===== src/rtl/lpm_pkg.sv =====
package lpm_pkg;
  localparam int WORD_W    = 32;
  localparam int VALID_BIT = 31;
  localparam logic [1:0] WSEL_PREFIX = 2'd0;
  localparam logic [1:0] WSEL_MASK   = 2'd1;
  localparam logic [1:0] WSEL_PORT   = 2'd2;

  typedef enum logic [1:0] {
    ST_IDLE  = 2'd0,
    ST_SCAN  = 2'd1,
    ST_DRAIN = 2'd2
  } lpmState_t;

  typedef struct packed {
    logic clear;
    logic capPrefix;
    logic capMask;
    logic evaluate;
  } lpmStrobe_t;
endpackage


===== src/rtl/lpm_ctrl.sv =====
module lpm_ctrl
  import lpm_pkg::*;
#(
  parameter int IDX_W = 12
) (
  input  logic               clk,
  input  logic               rstN,
  input  logic               start,
  output logic               memRd,
  output logic [IDX_W+1:0]   memAddr,
  output lpmStrobe_t         strb,
  output logic [IDX_W-1:0]   evalIdx,
  output logic               done
);
  localparam logic [IDX_W-1:0] LAST_IDX  = {IDX_W{1'b1}};
  localparam logic [IDX_W-1:0] FIRST_IDX = IDX_W'(1);

  lpmState_t        state;
  logic [IDX_W-1:0] idx;
  logic [1:0]       wordSel;
  logic             phVld;
  logic [1:0]       phWord;
  logic [IDX_W-1:0] phIdx;
  logic             doneQ;

  always_ff @(posedge clk or negedge rstN) begin
    if (!rstN) begin
      state   <= ST_IDLE;
      idx     <= '0;
      wordSel <= '0;
      phVld   <= 1'b0;
      phWord  <= '0;
      phIdx   <= '0;
      doneQ   <= 1'b0;
    end else begin
      doneQ  <= 1'b0;
      phVld  <= memRd;
      phWord <= wordSel;
      phIdx  <= idx;
      case (state)
        ST_IDLE: begin
          if (start) begin
            state   <= ST_SCAN;
            idx     <= FIRST_IDX;
            wordSel <= WSEL_PREFIX;
          end
        end
        ST_SCAN: begin
          if (wordSel == WSEL_PORT) begin
            wordSel <= WSEL_PREFIX;
            if (idx == LAST_IDX) state <= ST_DRAIN;
            else                 idx   <= idx + FIRST_IDX;
          end else begin
            wordSel <= wordSel + 2'd1;
          end
        end
        ST_DRAIN: begin
          state <= ST_IDLE;
          doneQ <= 1'b1;
        end
        default: state <= ST_IDLE;
      endcase
    end
  end

  always_comb begin
    memRd          = (state == ST_SCAN);
    memAddr        = {idx, wordSel};
    strb.clear     = (state == ST_IDLE) && start;
    strb.capPrefix = phVld && (phWord == WSEL_PREFIX);
    strb.capMask   = phVld && (phWord == WSEL_MASK);
    strb.evaluate  = phVld && (phWord == WSEL_PORT);
    evalIdx        = phIdx;
    done           = doneQ;
  end

  assert_done_single_R8: assert property (@(posedge clk) disable iff (!rstN)
    done |=> !done);

  assert_no_nexthop_R6: assert property (@(posedge clk) disable iff (!rstN)
    memRd |-> (memAddr[1:0] != 2'd3));

  assert_scan_order_R5: assert property (@(posedge clk) disable iff (!rstN)
    (memRd && $past(memRd)) |-> (memAddr > $past(memAddr)));

  assert_busy_ignore_R9: assert property (@(posedge clk) disable iff (!rstN)
    (state == ST_SCAN && start) |=> (idx >= $past(idx)));
endmodule


===== src/rtl/lpm_datapath.sv =====
module lpm_datapath
  import lpm_pkg::*;
#(
  parameter int IDX_W = 12
) (
  input  logic              clk,
  input  logic              rstN,
  input  lpmStrobe_t        strb,
  input  logic [WORD_W-1:0] searchKey,
  input  logic [WORD_W-1:0] rdData,
  input  logic [IDX_W-1:0]  evalIdx,
  output logic [IDX_W-1:0]  matchIdx
);
  logic [WORD_W-1:0] keyQ;
  logic [WORD_W-1:0] prefixQ;
  logic [WORD_W-1:0] maskQ;
  logic [WORD_W-1:0] bestMask;
  logic [IDX_W-1:0]  bestIdx;
  logic              entryHit;
  logic              takeEntry;

  always_comb begin
    entryHit  = rdData[VALID_BIT] && (((keyQ ^ prefixQ) & maskQ) == '0);
    takeEntry = strb.evaluate && entryHit && (maskQ >= bestMask);
  end

  always_ff @(posedge clk or negedge rstN) begin
    if (!rstN) begin
      keyQ     <= '0;
      prefixQ  <= '0;
      maskQ    <= '0;
      bestMask <= '0;
      bestIdx  <= '0;
    end else begin
      if (strb.clear) begin
        keyQ     <= searchKey;
        bestMask <= '0;
        bestIdx  <= '0;
      end
      if (strb.capPrefix) prefixQ <= rdData;
      if (strb.capMask)   maskQ   <= rdData;
      if (takeEntry) begin
        bestMask <= maskQ;
        bestIdx  <= evalIdx;
      end
    end
  end

  assign matchIdx = bestIdx;

  assert_mask_monotone_R3: assert property (@(posedge clk) disable iff (!rstN)
    !strb.clear |=> (bestMask >= $past(bestMask)));

  assert_invalid_ignored_R2: assert property (@(posedge clk) disable iff (!rstN)
    (strb.evaluate && !rdData[VALID_BIT] && !strb.clear) |=> (matchIdx == $past(matchIdx)));
endmodule


===== src/rtl/lpm_scanner.sv =====
module lpm_scanner
  import lpm_pkg::*;
#(
  parameter int IDX_W = 12
) (
  input  logic              clk,
  input  logic              rstN,
  input  logic              start,
  input  logic [31:0]       searchKey,
  output logic              memRd,
  output logic [IDX_W+1:0]  memAddr,
  input  logic [31:0]       rdData,
  output logic              done,
  output logic [IDX_W-1:0]  matchIdx
);
  lpmStrobe_t       strb;
  logic [IDX_W-1:0] evalIdx;

  lpm_ctrl #(.IDX_W(IDX_W)) uCtrl (
    .clk     (clk),
    .rstN    (rstN),
    .start   (start),
    .memRd   (memRd),
    .memAddr (memAddr),
    .strb    (strb),
    .evalIdx (evalIdx),
    .done    (done)
  );

  lpm_datapath #(.IDX_W(IDX_W)) uData (
    .clk       (clk),
    .rstN      (rstN),
    .strb      (strb),
    .searchKey (searchKey),
    .rdData    (rdData),
    .evalIdx   (evalIdx),
    .matchIdx  (matchIdx)
  );
endmodule


===== config.mk =====
export PLATFORM = sky130hd
export DESIGN_NAME = lpm_scanner
export DESIGN_NICKNAME = d
export VERILOG_FILES = /design/src/rtl/lpm_pkg.sv /design/src/rtl/lpm_ctrl.sv /design/src/rtl/lpm_datapath.sv /design/src/rtl/lpm_scanner.sv
export SDC_FILE = /design/constraint.sdc
export NUM_CORES = 1
export LEC_CHECK = 0
export BUFFER_PORTS_ARGS = -buffer_cell sky130_fd_sc_hd__buf_2
export CAP_MARGIN = 10
export CORE_UTILIZATION = 54
export DETAILED_ROUTE_END_ITERATION = 12
export PLACE_DENSITY = 0.75
export SLEW_MARGIN = 40
export SYNTH_ARGS = -nofsm -noshare
export SYNTH_HDL_FRONTEND = slang
export SYNTH_SLANG_ARGS = --single-unit
export TNS_END_PERCENT = 20

===== constraint.sdc =====
create_clock -name clk -period 3 [get_ports clk]
set_clock_uncertainty 0.1 [all_clocks]
set_input_delay 0.15 -clock clk [delete_from_list [all_inputs] [get_ports clk]]
set_output_delay 0.15 -clock clk [all_outputs]
set_load 0.005 [all_outputs]

==> results of run 1 <==
-- layout make-up --
cell class,count,area (um2)
clock buffers,19,443
multi-input cells,444,3360
fillers,1049,4610
clock inverters,13,106
flip-flops and latches,172,4300
repair buffers,170,1250
well taps,184,230
inverters,46,173
-- per-layer routing --
layer	vias to the layer above	GRT usage, %
met4	0	10.1
met1	2738	33.7
met5	-	0
li1	2626	-
met3	32	5.21
met2	115	39.6
-- cells by family (layout without fill, tap and decap cells) --
family          after synthesis  in the layout  share of synthesized area [%]
mux                         108            108                           16.3
buf+inv                      69            248                           3.95
fa+ha+maj                    33             33                           5.18
xor+xnor                     42             42                           4.61
simple gates                211            211                           11.4
flops                       172            172                           54.0
compound gates               50             50                           4.50
-- power breakdown --
group	switching (uW)	internal, uW
registers	44.2	2360
logic	126	157
clock network	947	1100
total	1120	3620
-- worst max-delay path, cell delays in order (launching register included) --
cell and delay [ps]:
dfrtp_1 380, inv_1 70, ha_1 270, nand2b_4 140, a2111oi_2 350, nor3_1 110
o221a_1 270, o211ai_4 200, buf_4 390, mux2_4 340
-- stage by stage --
| step | setup WS (ps) | hold slack [ps] | instance area, um2 |
|---|---|---|---|
| floorplan | 472 | -246 | 7970 |
| global placement | 328 | 145 | 8640 |
| detailed placement | 282 | 152 | 8640 |
| CTS | 256 | 199 | 9840 |
| global route | 134 | 78.1 | 9870 |
| finish | 256 | 47.0 | 9870 |
-- timing repair --
action | CTS | global route
resized for setup | 0 | 0
hold buffers | 65 | 0
endpoints found under the setup margin | 0 | 0
endpoints found under the hold margin | 173 | 0
-- worst paths after layout --
path | start | to | slack [ps] | cells past startpoint
max in group asynchronous | rstN | uData.maskQ[22]$_DFFE_PN0P_ | 2100 | 3
max reg2reg | uData.maskQ[0]$_DFFE_PN0P_ | uData.bestMask[25]$_DFFE_PN0P_ | 260 | 9
min reg2reg | uCtrl.idx[10]$_DFFE_PN0P_ | uCtrl.evalIdx[10]$_DFF_PN0_ | 350 | 0
max | uData.maskQ[0]$_DFFE_PN0P_ | uData.bestMask[25]$_DFFE_PN0P_ | 260 | 9
min in group clk | start | uCtrl.idx[4]$_DFFE_PN0P_ | 210 | 3
min | rstN | uData.prefixQ[10]$_DFFE_PN0P_ | 50 | 2
-- state kept, by name, summed over array words and instances, names as in the netlist --
signal,count
uData.bestMask,32
uData.keyQ,32
uData.maskQ,32
uData.prefixQ,32
uCtrl.evalIdx,12
uCtrl.idx,12
uData.matchIdx,12
uCtrl.phWord,2
uCtrl.state,2
uCtrl.wordSel,2
uCtrl.done,1
uCtrl.phVld,1
-- synthesized netlist by cell type (all sizes together) (2+ instances only) --
library cell and number:
o211ai 2, nand3 6, o21a 2, buf 8, and4 5, nand2b 2
nand2 124, nor2 47, a22oi 10, and2 3, xnor2 4, a22o 2
a221oi 3, o21ai 10, mux2i 13, clkbuf 15, mux2 95, ha 33
nor3b 2, a21oi 13, dfrtp 172, inv 46, nor3 3, nand4 8
and3 4, xor2 38
==> out/qor.csv, run 1 <==
metric;value;unit
Tcrit/Tclk final;91.5;%
initial core utilization;55.1;%
DR WL/cell;16.7;um
CTS tree;built;
Synth area leaders;dfrtp_1 54%, mux2_2 9.6%, nand2_1 5.8%, ha_1 5.2%, mux2_4 5.1%;
Post-Synthesis Cells;685;
synthesized area per cell;11.6;um2
DRC viols;0;
unrepaired setup endpoints after global routing;false;
Finished Layout Cells;1048;
final worst path period need;2740;ps
most common cell after layout, fill and taps aside;dfrtp_1;
area delta synth->final;23.8;%
M1 WL;7990;um
fin util;68.2;%
I/O Pins;95;
Max Cap Viol;0;
Pleak;0.00516;uW
metal2 WL;8440;um
Die ar.;15300;um2
crit path DAT;2960;ps
pwr dens;480;nW/um2
CTS max path bufs;2;
prevailing post-synth register cell;dfrtp_1;
critical path class;flop to flop;
maximum clock rate;364;MHz
worst min path class;input port to async pin;
routed wl met3;650;um
Mapped Nets;785;
Synth Register Bits;172;
share of the synthesized area in the top cell type;54.0;%
grt ovf;0;
ant diodes;0;
Cell Area, Synth;7970;um2
number of synthesized flops with an enable pin;0;
largest net degree at the start of global routing;82;
async set or reset register ratio after synthesis;100;%
top sig layer;met4;
DRT antenna net count;0;
Vias;5511;
sequential share of the synthesized area;54.0;%
row cnt;44;
Crit path required time;3210;ps
fin. max-slew vios;0;
share of cells above drive strength 1;27.5;%
commonest cells after routing, fill and taps aside;172 x dfrtp_1, 124 x nand2_1, 93 x buf_2;
final-stage net count;951;
drt total wl;17500;um
Num CTS Buffers;17;
DR pass1 iterations;4;
measured slew at the worst slew-check pin;548;ps
cell taking the most area after synthesis;dfrtp_1;
GRT Overall Usage;25.0;%
VDD IR-drop max;0.000419;V
CTS clk-pin slew, worst paths;70;ps
Max FO, Critical Path;19;
initial antenna violation count;0;
port buffer count;94;
Die Width;124;um
total power;4740;uW
Yosys warning total;0;
post-DP HPWL;11500;um
Max-Slew Margin vs Limit;63.5;%
crit start category;flop;
Yosys cell types;46;
CTS Root Cell;clkbuf_16;
Die Ht;124;um
vias per inst;5.26;
final setup TNS;0;ps
CTS sink count;172;
first-pass GRT wire length;28400;um
final hold vios;0;
CORE AREA;14500;um2
Crit. End Element;flop;
status;completed;
vias in the first global route;5806;
RD Place Congestion;0.888;
DP Cell Count;950;
H-tree levels;4;
setup bufs post-CTS;0;
Worst-Skew Late Latency;430;ps
endpoints failing setup;0;
Iter 0 DRT Violations;234;
No activity file was read; power rests on OpenSTA's default activity.
==> inputs of run 2 (changes only) <==
--- a/config.mk
+++ b/config.mk
@@ -5,12 +5,12 @@
 export SDC_FILE = /design/constraint.sdc
 export NUM_CORES = 1
 export LEC_CHECK = 0
-export BUFFER_PORTS_ARGS = -buffer_cell sky130_fd_sc_hd__buf_2
 export CAP_MARGIN = 10
 export CORE_UTILIZATION = 54
 export DETAILED_ROUTE_END_ITERATION = 12
-export PLACE_DENSITY = 0.75
-export SLEW_MARGIN = 40
+export DONT_BUFFER_PORTS = 1
+export PLACE_DENSITY = 0.69
+export SLEW_MARGIN = 0
 export SYNTH_ARGS = -nofsm -noshare
 export SYNTH_HDL_FRONTEND = slang
 export SYNTH_SLANG_ARGS = --single-unit
==> out/qor.csv, run 2 (same netlist as run 1, synthesis figures left out) <==
metric;value;unit;change
status;finished with violations;;
failing checks;hold timing;;
maximum clock rate;372;MHz;+2.1%
vias in the first global route;5356;;-7.8%
area delta synth->final;17.0;%;
Die Ht;124;um;unchanged
fin util;64.4;%;-3.8 points
crit start category;flop;;
CTS max path bufs;2;;unchanged
measured slew at the worst slew-check pin;997;ps;+450 ps
CTS tree;built;;
Die Width;124;um;unchanged
CTS sink count;172;;unchanged
CTS Root Cell;clkbuf_16;;
fin. max-slew vios;0;;unchanged
GRT Overall Usage;24.3;%;-0.73 points
Max FO, Critical Path;33;;+14
post-DP HPWL;11100;um;-3.2%
most common cell after layout, fill and taps aside;dfrtp_1;;
share of cells above drive strength 1;18.3;%;-9.2 points
DR pass1 iterations;5;;+1
row cnt;44;;unchanged
vias per inst;5.39;;+2.6%
post-route cell area;9330;um2;-5.5%
I/O Pins;95;;unchanged
Pleak;0.00471;uW;-8.7%
final worst path period need;2690;ps;-56.4 ps
Final Hold Slack;-679;ps;-726 ps
Max Cap Viol;0;;unchanged
initial antenna violation count;0;;unchanged
Final WS setup;313;ps;+56.4 ps
Num CTS Buffers;17;;unchanged
first-pass GRT wire length;27400;um;-3.6%
Crit. End Element;flop;;
Tcrit/Tclk final;89.6;%;-1.9 points
hold buffers post-CTS;64;;-1.5%
grt ovf;0;;unchanged
Vias;5119;;-7.1%
DRC viols;0;;unchanged
H-tree levels;4;;unchanged
crit path DAT;2900;ps;-60 ps
initial core utilization;55.1;%;unchanged
Crit path required time;3220;ps;about the same
Iter 0 DRT Violations;310;;+32%
final hold vios;172;;+172
RD Place Congestion;0.901;;+1.4%
DRT antenna net count;0;;unchanged
endpoints failing setup;0;;unchanged
final setup TNS;0;ps;unchanged
drt total wl;16800;um;-4.1%
worst min path class;input port to async pin;;
largest net degree at the start of global routing;173;;+110%
Setup Slack @ Placement;339;ps;+57.3 ps
setup bufs post-CTS;0;;unchanged
critical path class;flop to flop;;
VDD IR-drop max;0.000406;V;-3.2%
Gates resized, CTS repair;0;;unchanged
port buffer count;0;;-100%
DR WL/cell;17.7;um;+5.9%
Max-Slew Margin vs Limit;33.3;%;-30 points
ant diodes;0;;unchanged
Die ar.;15300;um2;unchanged
CORE AREA;14500;um2;unchanged
final-stage net count;852;;-10%
CTS clk-pin slew, worst paths;70;ps;about the same
Fillers;1129;;+7.6%
pwr dens;497;nW/um2;+3.5%
unrepaired setup endpoints after global routing;false;;
Area after DPL;8150;um2;-5.7%
Worst-Skew Late Latency;430;ps;about the same
commonest cells after routing, fill and taps aside;172 x dfrtp_1, 123 x nand2_1, 68 x mux2_2;;
==> run 2: worst paths after layout <==
kind                                             start                              to  slack, ps  cells past startpoint
max                        uData.maskQ[15]$_DFFE_PN0P_  uData.bestMask[31]$_DFFE_PN0P_        310                      8
min                                               rstN      uData.keyQ[10]$_DFFE_PN0P_       -680                      0
max reg2reg                uData.maskQ[15]$_DFFE_PN0P_  uData.bestMask[31]$_DFFE_PN0P_        310                      8
min reg2reg                  uCtrl.idx[10]$_DFFE_PN0P_     uCtrl.evalIdx[10]$_DFF_PN0_        380                      0
max in group asynchronous                         rstN      uData.keyQ[15]$_DFFE_PN0P_       3190                      0
min in group clk                                 start        uCtrl.idx[8]$_DFFE_PN0P_        130                      2
==> run 2: stage by stage <==
step                      std cells  hold slack, ps  power, uW
final                           949            -679       4630
after floorplan                 685            -246       2520
after global placement          853            -237       2560
after CTS                       949            -702       4670
after global routing            949            -705       4800
after detailed placement        853            -237       2560
==> run 2: worst max-delay path: stages, from the launching register on <==
cell      delay (ps)
dfrtp_1          410
ha_1             310
a21oi_1          130
o21ai_0          140
or3_1            360
o221a_1          250
o211ai_4         200
buf_12           270
mux2_2           370
==> run 2: cell type report <==
cell class                      instances  area, um2  share of cell area, %
Clock inverter                         13        106                   1.14
Tap cell                              184        230                   2.47
Inverter                               46        173                   1.85
Sequential cell                       172       4300                   46.1
Clock buffer                           19        433                   4.64
Multi-Input combinational cell        444       3360                   36.0
Timing Repair Buffer                   71        718                   7.70
==> run 2: where the power goes <==
| part | internal [uW] | leakage (uW) | switching (uW) |
|---|---|---|---|
| clock | 1080 | 0.000261 | 962 |
| combinational | 121 | 0.00239 | 68.0 |
| sequential | 2360 | 0.00206 | 43.1 |
==> run 2: per-layer routing <==
metal  part of all wire (%)  global-route usage [%]  vias to the layer above
li1                       -                       -                     2438
met2                     49                    39.5                      115
met3                    4.7                    6.46                       19
met4                    1.5                    7.61                        0
met5                      0                       0                        -
met1                     45                    31.7                     2547
==> inputs of run 3 (changes only) <==
--- a/config.mk
+++ b/config.mk
@@ -9,9 +9,11 @@
 export CORE_UTILIZATION = 54
 export DETAILED_ROUTE_END_ITERATION = 12
 export DONT_BUFFER_PORTS = 1
+export HOLD_SLACK_MARGIN = 0.02
 export PLACE_DENSITY = 0.69
 export SLEW_MARGIN = 0
 export SYNTH_ARGS = -nofsm -noshare
 export SYNTH_HDL_FRONTEND = slang
+export SYNTH_HIERARCHICAL = 1
 export SYNTH_SLANG_ARGS = --single-unit
 export TNS_END_PERCENT = 20
==> out/qor.csv, run 3 <==
metric;value;unit;change
RD Place Congestion;0.762;;-15%
final hold vios;172;;unchanged
DRT antenna net count;0;;unchanged
first-pass GRT wire length;27800;um;+1.5%
Yosys warning total;6;;+6
fin. max-slew vios;0;;unchanged
initial core utilization;55.6;%;+0.52 points
Max FO, Critical Path;11;;-67%
CTS max path bufs;2;;unchanged
async set or reset register ratio after synthesis;100;%;unchanged
H-tree levels;4;;unchanged
failing checks;DRC, hold timing;;
Cell Area, Synth;8140;um2;+2.1%
Crit path required time;3220;ps;about the same
port buffer count;0;;unchanged
Final WS setup;67.1;ps;-246 ps
delay of the slowest critical-path stage;460;ps;+50 ps
post-DP HPWL;10800;um;-3.5%
Crit. End Element;flop;;
Vias;5027;;-1.8%
pwr dens;932;nW/um2;+88%
drt total wl;16600;um;-1.3%
Pleak;0.00435;uW;-7.6%
GRT Overall Usage;22.7;%;-1.6 points
initial antenna violation count;0;;unchanged
largest net degree at the start of global routing;173;;unchanged
ant diodes;0;;unchanged
Die ar.;15600;um2;+2.1%
fin util;66.1;%;+1.7 points
Max-Slew Margin vs Limit;59.4;%;+26 points
total power;9020;uW;+95%
critical path class;flop to flop;;
final worst path period need;2930;ps;+246 ps
vias per inst;5.62;;+4.2%
Die Width;125;um;+1.0%
synthesized area per cell;13.0;um2;+12%
share of the synthesized area in the top cell type;52.9;%;-1.1 points
CORE AREA;14600;um2;+1.1%
Synth area leaders;dfrtp_1 53%, mux2_2 14%, mux2_4 7.4%, ha_1 5.1%, xor2_1 3.4%;;
measured slew at the worst slew-check pin;610;ps;-388 ps
Final Hold Slack;-676;ps;+2.60 ps
Yosys cell types;53;;+15%
Iter 0 DRT Violations;363;;+17%
CTS tree;built;;
number of synthesized flops with an enable pin;0;;unchanged
Setup Slack @ Placement;50.4;ps;-289 ps
commonest cells after routing, fill and taps aside;171 x dfrtp_1, 100 x mux2_2, 64 x dlygate4sd3_1;;
Cell Chain, Critical Path;inv_1, ha_1, nand2b_4, a2111oi_4, o32ai_2, o41a_1, o2111ai_4, buf_12, clkbuf_16, mux2_2;;
Tcrit/Tclk final;97.8;%;+8.2 points
maximum clock rate;341;MHz;-8.4%
worst min path class;input port to async pin;;
area delta synth->final;18.9;%;
most common cell in the netlist;dfrtp_1;;
hold buffers post-CTS;64;;unchanged
status;finished with violations;;
FF-to-FF setup slack;70;ps;-250 ps
prevailing post-synth register cell;dfrtp_1;;
grt ovf;0;;unchanged
Post-Synthesis Cells;625;;-8.8%
crit start category;flop;;
VDD IR-drop max;0.000554;V;+37%
final-stage net count;797;;-6.5%
row cnt;44;;unchanged
DR pass1 iterations;8;;+3
I/O Pins;95;;unchanged
CTS Root Cell;clkbuf_16;;
RR Startpoint;uData/maskQ[0]$_DFFE_PN0P_;;
Die Ht;125;um;+1.0%
Num CTS Buffers;17;;unchanged
Fillers;1068;;-5.4%
DRC viols;14;;+14
vias in the first global route;5390;;+0.63%
share of cells above drive strength 1;28.0;%;+9.7 points
cell taking the most area after synthesis;dfrtp_1;;
FF-to-FF End;uData/matchIdx[0]$_DFFE_PN0P_;;
sequential share of the synthesized area;52.9;%;-1.1 points
endpoints failing setup;0;;unchanged
DR WL/cell;18.5;um;+4.8%
R2R cell count;10;;+2
Synth Register Bits;172;;unchanged
most common cell after layout, fill and taps aside;dfrtp_1;;
crit path DAT;3150;ps;+250 ps
Mapped Nets;725;;-7.6%
Worst path slowest cell;o41a_1;;
CTS sink count;172;;unchanged
Worst-Skew Late Latency;430;ps;about the same
Max Cap Viol;0;;unchanged
synth cell count leaders;172 x dfrtp_1, 100 x mux2_2, 40 x mux2_4;;
CTS clk-pin slew, worst paths;70;ps;about the same
[run 3: cell types whose count changed after synthesis, moves of 6 or more]
cell and change:
o31ai_1 +6, a21o_1 +7, nor2_1 -8, mux2_4 +13, mux2_2 +32, nor2b_1 +13, nand2_1 -109, xor2_1 -6
mux2i_1 -12, inv_1 -12
[run 3: layout make-up]
type	count	area (um2)	share of cell area [%]
Multi-Input combinational cell	394	3620	37.4
Sequential cell	172	4310	44.5
Clock buffer	18	439	4.54
Tap cell	184	230	2.38
Timing Repair Buffer	78	831	8.58
Clock inverter	14	121	1.25
Inverter	34	128	1.32
[run 3: worst max path at each step]
| stage | start | to | slack, ps | depth (start not counted) |
|---|---|---|---|---|
| 3_3_place_gp | uData/maskQ[13]$_DFFE_PN0P_ | uData/matchIdx[9]$_DFFE_PN0P_ | 140 | 8 |
| 2_1_floorplan | uData/maskQ[25]$_DFFE_PN0P_ | uData/bestMask[10]$_DFFE_PN0P_ | 340 | 8 |
| 5_1_grt | uData/maskQ[0]$_DFFE_PN0P_ | uData/matchIdx[11]$_DFFE_PN0P_ | -10 | 10 |
| 6_report | uData/maskQ[0]$_DFFE_PN0P_ | uData/matchIdx[0]$_DFFE_PN0P_ | 70 | 10 |
| 4_1_cts | uData/maskQ[13]$_DFFE_PN0P_ | uData/matchIdx[8]$_DFFE_PN0P_ | 40 | 8 |
| 3_5_place_dp | uData/maskQ[13]$_DFFE_PN0P_ | uData/matchIdx[8]$_DFFE_PN0P_ | 50 | 8 |
[run 3: logic make-up after synthesis]
family | after synthesis | synth area share [%]
and+or+nand+nor | 119 | 7.84
xor gates and xnor gates | 32 | 3.44
buffers and inverters | 59 | 3.14
AOI/OAI and AO/OA | 69 | 6.30
adders and majority gates | 33 | 5.07
muxes | 141 | 21.3
DFF | 172 | 52.9
[run 3: per-layer routing]
| layer | vias to the layer above | share of wire, % | routed length, um | track usage [%] |
|---|---|---|---|---|
| li1 | 2374 | - | - | - |
| met1 | 2548 | 47 | 7760 | 30.2 |
| met2 | 94 | 48 | 7990 | 37.1 |
| met3 | 11 | 3.8 | 633 | 5.58 |
| met4 | 0 | 1.0 | 170 | 6.32 |
| met5 | - | 0 | 0 | 0 |
[run 3: power breakdown]
group	switching (uW)	internal [uW]
logic	1370	1630
clock network	968	1110
registers	791	3150
total	3130	5890
[run 3: timing repair]
| action | 4_1_cts | 5_1_grt |
|---|---|---|
| buffers inserted | 0 | 3 |
| setup endpoints to repair | 0 | 43 |
| resized for setup | 0 | 6 |
| endpoints found under the hold margin | 268 | 172 |
[run 3: critical path: cells and delay by family (launching register included)]
family | cells | cell delay, ps
multiplexers | 1 | 340
buffers and inverters | 3 | 440
AO/OA/AOI/OAI | 4 | 1150
adder cells (fa/ha/maj) | 1 | 250
AND/OR/NAND/NOR | 1 | 150
flip-flops | 1 | 380
[run 3: per-stage QoR]
stage | TNS [ps] | instance area, um2 | hold WS, ps | cells
3_5_place_dp | 0 | 8360 | -240 | 793
5_1_grt | -21.3 | 9680 | -703 | 894
2_1_floorplan | 0 | 8140 | -246 | 625
4_1_cts | 0 | 9560 | -711 | 889
6_report | 0 | 9680 | -676 | 894
3_3_place_gp | 0 | 8360 | -239 | 793
